===== config.mk =====
export PLATFORM = sky130hd
export DESIGN_NAME = evctr_chan_status
export DESIGN_NICKNAME = d
export VERILOG_FILES = /design/src/rtl/evctr_pkg.sv /design/src/rtl/evctr_wrap_cnt.sv /design/src/rtl/evctr_ack_reg.sv /design/src/rtl/evctr_irq_ctl.sv /design/src/rtl/evctr_chan_status.sv
export SDC_FILE = /design/constraint.sdc
export NUM_CORES = 1
export LEC_CHECK = 0
export ABC_AREA = 1
export BUFFER_PORTS_ARGS = -buffer_cell sky130_fd_sc_hd__buf_4
export CAP_MARGIN = 25
export CORE_AREA = 2 2 55 57
export CTS_CLUSTER_SIZE = 25
export DETAILED_ROUTE_END_ITERATION = 12
export DIE_AREA = 0 0 57 59
export PLACE_DENSITY = 0.81
export SYNTH_ARGS = -nofsm -noshare
export SYNTH_HDL_FRONTEND = slang
export SYNTH_SLANG_ARGS = --single-unit
export TNS_END_PERCENT = 100

===== constraint.sdc =====
create_clock -name clk -period 2.56 [get_ports clk]
set_input_delay 0.256 -clock clk [delete_from_list [all_inputs] [get_ports clk]]
set_output_delay 0.256 -clock clk [all_outputs]
set_load 0.05 [all_outputs]

===== src/rtl/evctr_pkg.sv =====
package evctr_pkg;
  parameter int REG_W = 32;
  parameter int CNT_W = 6;
  // Field positions decoded by software and by the configuration word owner.
  localparam int DONE_LSB     = 0;
  localparam int ACT_BIT      = 8;
  localparam int PROC_LSB     = 16;
  localparam int CFG_LEVEL    = 28;
  localparam int CFG_IEN      = 29;
  localparam int CFG_LIST_IEN = 31;
endpackage


===== src/rtl/evctr_wrap_cnt.sv =====
module evctr_wrap_cnt #(
  parameter int W = 6
) (
  input  logic         clk,
  input  logic         rst,
  input  logic         clr,
  input  logic         inc,
  output logic [W-1:0] cnt,
  output logic [W-1:0] cnt_nxt
);
  always_comb begin
    if (clr)      cnt_nxt = '0;
    else if (inc) cnt_nxt = cnt + W'(1);
    else          cnt_nxt = cnt;
  end

  always_ff @(posedge clk) begin
    if (rst) cnt <= '0;
    else     cnt <= cnt_nxt;
  end
endmodule


===== src/rtl/evctr_ack_reg.sv =====
module evctr_ack_reg #(
  parameter int W = 6
) (
  input  logic         clk,
  input  logic         rst,
  input  logic         clr,
  input  logic         load,
  input  logic [W-1:0] din,
  output logic [W-1:0] val,
  output logic [W-1:0] val_nxt
);
  always_comb begin
    if (clr)       val_nxt = '0;
    else if (load) val_nxt = din;
    else           val_nxt = val;
  end

  always_ff @(posedge clk) begin
    if (rst) val <= '0;
    else     val <= val_nxt;
  end
endmodule


===== src/rtl/evctr_irq_ctl.sv =====
module evctr_irq_ctl #(
  parameter int W = 6
) (
  input  logic         clk,
  input  logic         rst,
  input  logic         clr,
  input  logic         allow,
  input  logic         level,
  input  logic         evt,
  input  logic         wr,
  input  logic         keep,
  input  logic [W-1:0] done_nxt,
  input  logic [W-1:0] proc_nxt,
  output logic         act,
  output logic         irq
);
  logic act_nxt;
  logic behind;

  assign behind = (done_nxt != proc_nxt);

  always_comb begin
    if (clr)     act_nxt = 1'b0;
    else if (wr) act_nxt = (keep & act) | (allow & behind);
    else         act_nxt = act | (allow & evt);
  end

  always_ff @(posedge clk) begin
    if (rst) begin
      act <= 1'b0;
      irq <= 1'b0;
    end else begin
      act <= act_nxt;
      irq <= level ? act_nxt : (act_nxt & ~act);
    end
  end
endmodule


===== src/rtl/evctr_chan_status.sv =====
module evctr_chan_status #(
  parameter int REG_W = evctr_pkg::REG_W,
  parameter int CNT_W = evctr_pkg::CNT_W
) (
  input  logic             clk,
  input  logic             rst,
  input  logic             evt_pulse,
  input  logic             cancel,
  input  logic             wr_en,
  input  logic [REG_W-1:0] wr_data,
  input  logic [REG_W-1:0] cfg_word,
  output logic [REG_W-1:0] rd_data,
  output logic             irq
);
  import evctr_pkg::*;

  logic [CNT_W-1:0] done_q, done_nxt;
  logic [CNT_W-1:0] proc_q, proc_nxt;
  logic             act_q;
  logic             allow;

  assign allow = cfg_word[CFG_IEN] & cfg_word[CFG_LIST_IEN];

  evctr_wrap_cnt #(.W(CNT_W)) u_done (
    .clk(clk), .rst(rst), .clr(cancel), .inc(evt_pulse),
    .cnt(done_q), .cnt_nxt(done_nxt)
  );

  evctr_ack_reg #(.W(CNT_W)) u_proc (
    .clk(clk), .rst(rst), .clr(cancel), .load(wr_en),
    .din(wr_data[PROC_LSB +: CNT_W]),
    .val(proc_q), .val_nxt(proc_nxt)
  );

  evctr_irq_ctl #(.W(CNT_W)) u_irq (
    .clk(clk), .rst(rst), .clr(cancel), .allow(allow),
    .level(cfg_word[CFG_LEVEL]), .evt(evt_pulse), .wr(wr_en),
    .keep(wr_data[ACT_BIT]), .done_nxt(done_nxt), .proc_nxt(proc_nxt),
    .act(act_q), .irq(irq)
  );

  always_comb begin
    rd_data = '0;
    rd_data[DONE_LSB +: CNT_W] = done_q;
    rd_data[ACT_BIT]           = act_q;
    rd_data[PROC_LSB +: CNT_W] = proc_q;
  end
endmodule


==> run summary <==
The initial antenna violation count came out at 0. The tool flagged a number of max-cap violations equal to 0. The startpoint identified for the worst hold timing path is cancel. In this run the critical register-to-register path is launched from u_done.cnt[0].

The site row count came out at 19. In this run, post-CTS hold repair placed 0 buffers. The congestion estimate from routability-driven global placement came to roughly 0.8.

The total power density per cell area is approximately 480 nW/um^2. The later pin in the worst-skew pair is clocked with a latency of 280 ps. The cell area that synthesis handed to floorplanning was about 970 um^2. The delay contributed by the slowest stage of the critical path is about 430 ps.

CTS built an H-tree with a depth of 1. Clock tree synthesis found a total of 14 sinks. The number of remaining DRC errors came out at 0.

The setup path with the least slack is of type register to register. Traced cell by cell, the critical path runs through ha_1, nand2_1, nor2_1, nand3_1, nand2_1, nand3_1, nand2_1, nor2_1, nand2_1, nand2_1, nand2_1, nand2_2, nor2_2. The post-synthesis cell count came out at between 100 and 150. Summed over all cells, the static leakage comes to 0.0006224 uW. By area the synthesized netlist is led by dfxtp_1 29%, buf_4 17%, nand2_1 16%.

The post-cts sizing count came out at 0. The critical path starts at u_done.cnt[0]. The total track usage is 12.19%. The number of placed I/O pins came out at 102.

The buffer depth of the longest clock path is 2. In this run the worst hold path is classified as primary input to register. In this run the clock root is driven by a clkbuf_4. After detailed routing, the average wire length per cell comes to 9.850 um.

The sum of negative setup slack is 0 ps. The flow ran to the end, and the final reports show no timing, DRC or antenna violations. The share of synthesized registers carrying an async set or reset is 0%. The fraction of final layout cells with drive strength greater than 1 is 25.14%.

The worst IR drop on VDD came out at 255.0 uV. The count of buffering cells on the critical path with inverters included is 0. The area of the die is 3363 um^2. In the final design database the tool counted 246 nets. The total of warnings raised by yosys came out at 0.

The count of unique library cells instantiated by Yosys came out at 24. The layout overhead on the synthesized area is 17.83%. The number of slew-limit violations in the final report is 0.

The number of endpoints with negative hold slack in the final report came out at 0. Clock skew on the completed layout was measured at 6.917 ps. The number of enable-type register cells in the synthesized netlist came out at 0. The final core utilization came out at 42.11%. The total placed cells including tap cells is between 200 and 250. Counting I/O delays and the setup requirement, the final critical path takes 1612 ps. The width of the die came out at 57 um. The first-iteration detailed-routing DRC count is 14. The detailed-route vias per instance is approximately 4.4. Setup repair after global routing left no endpoint under its margin. Detailed routing inserted a total of 914 vias. The family of cells with the greatest summed delay on the critical path is simple AND/OR/NAND/NOR gates. Entering global routing, the biggest net connects 17 pins. Post-CTS timing repair inserted 0 buffers for setup. Of the synthesized area, sequential elements account for 28.94%. The post-detailed-route count of antenna-violating nets is 0. Of all nets on the critical path, the largest fanout is 4. The final setup violation count came out at 0. The diode insertion count for antenna repair came out at 0.

The CTS clock-pin slew for the worst setup and hold paths is around 90 ps. The critical path data arrival time came out at 1840 ps. The pre-antenna-repair detailed-routing pass consisted of 4 iterations. The share of the clock period used by the worst path after layout is between 60% and 70%. The number of I/O port buffers is 28. The fmax came out at 620.5 MHz. STA classifies the critical path startpoint as a register. In the post-synthesis netlist, the cell with the most instances is nand2_1.

TritonCTS built the clock tree. The number of filler instances in the final layout is approximately 310. The via count of the first global-routing pass is 749.

For this run, the number of standard cells in the final layout without fillers is 206. In this run, synthesis produced a sequential element count of 14. Summed over all instances, the cell type with the most area after synthesis is dfxtp_1. In this design, the critical path's most frequently occurring cell is nand2_1. The required time of the critical path is 2790 ps. Wires add up to 2.029 mm. The post-DP HPWL came out at 1.612 mm. The largest individual stage delay along the critical path comes from the cell dfxtp_1. In the synthesized netlist the dominant register cell turns out to be dfxtp_1. The worst setup path is captured at a register. The total overflow reported by the global router came out at 0.

The sum of internal, switching and leakage power is 546.7 uW. The final hold slack came out at 183.8 ps. The number of clock buffers inserted by TritonCTS is 3. The first global-routing pass estimated 3.174 mm of wire. The floorplan step defined a core boundary enclosing 2710 um^2. From bottom edge to top edge, the die measures 59 um. The area share of the largest cell type after synthesis came out at 28.94%. The commonest cells after synthesis are 41 x nand2_1, 22 x buf_4, 20 x nor2_1, 14 x dfxtp_1, 12 x inv_1. The initial core utilization is 35.73%. The mean post-synth cell area came out at 6.500 um^2.
-- sequential cells by signal (all words and copies together), names as in the netlist --
signal      cells
u_done.cnt      6
u_proc.val      6
u_irq.act       1
u_irq.irq       1
-- worst paths after layout --
check | depth (start not counted) | slack, ps | endpoint
worst max-delay path | 13 | 950 | u_irq.irq
worst min-delay path | 2 | 180 | u_done.cnt[4]
worst max register to register | 13 | 950 | u_irq.irq
worst min register to register | 3 | 560 | u_irq.irq
-- worst reg2reg max path, cell delays in order, from the launching register on --
cell and delay, ps:
dfxtp_1 430, ha_1 240, nand2_1 90, nor2_1 90, nand3_1 100, nand2_1 120
nand3_1 70, nand2_1 70, nor2_1 40, nand2_1 50, nand2_1 50, nand2_1 80
nand2_2 60, nor2_2 70
-- metal layers --
layer,share of wire (%),vias up,track usage [%]
met5,0,-,0
met4,1.3,0,5.980
met3,8.8,4,3.057
met2,46,41,19.05
met1,44,394,15.75
li1,-,475,-
-- stage by stage --
stage	cell area (um^2)	setup WS, ps
final	1141	948.4
after global routing	1141	774.3
after CTS	1141	953.9
after detailed placement	1105	997.6
after global placement	1105	1031
after floorplan	1036	771.5
-- cell usage in the layout (no fill, tap or decap) --
cell type   n
nand2_4     1
or2_0       2
nor3_1      1
nand4_1     5
nor2_4      1
inv_6       1
o21bai_1    1
nor2_2      2
a21oi_1     1
ha_1        1
nand2_2     5
o21ai_1     1
nor2_1     20
o21ai_0     1
clkbuf_4    3
clkbuf_8    1
a311oi_1    1
nand2_1    41
buf_4      28
conb_1     19
inv_1      12
dfxtp_1    14
nand3_1    11
inv_2       2
-- power breakdown --
part	leakage, uW	switching, uW	internal (uW)
logic	0.000488	124	37.3
registers	0.000114	3.87	224
clock network	0.0000210	71.3	86.5
-- kinds of logic (layout without fill, tap and decap cells) --
family	Yosys count	in the layout	share of synthesized area, %
other	1	19	0.3872
adder cells (fa/ha/maj)	1	1	1.292
buffers and inverters	39	47	24.94
AND/OR/NAND/NOR	89	89	41.21
AO/OA/AOI/OAI	5	5	3.229
flip-flops	14	14	28.94
-- area by class of cell --
cell class,instances,area (um^2),share of cell area [%]
well taps,31,38.79,3.399
multi-input cells,114,514.2,45.07
flip-flops and latches,14,280.3,24.56
inverters,15,61.31,5.373
repair buffers,28,210.2,18.42
clock buffers,4,36.28,3.180
No activity file was read; power rests on OpenSTA's default activity.
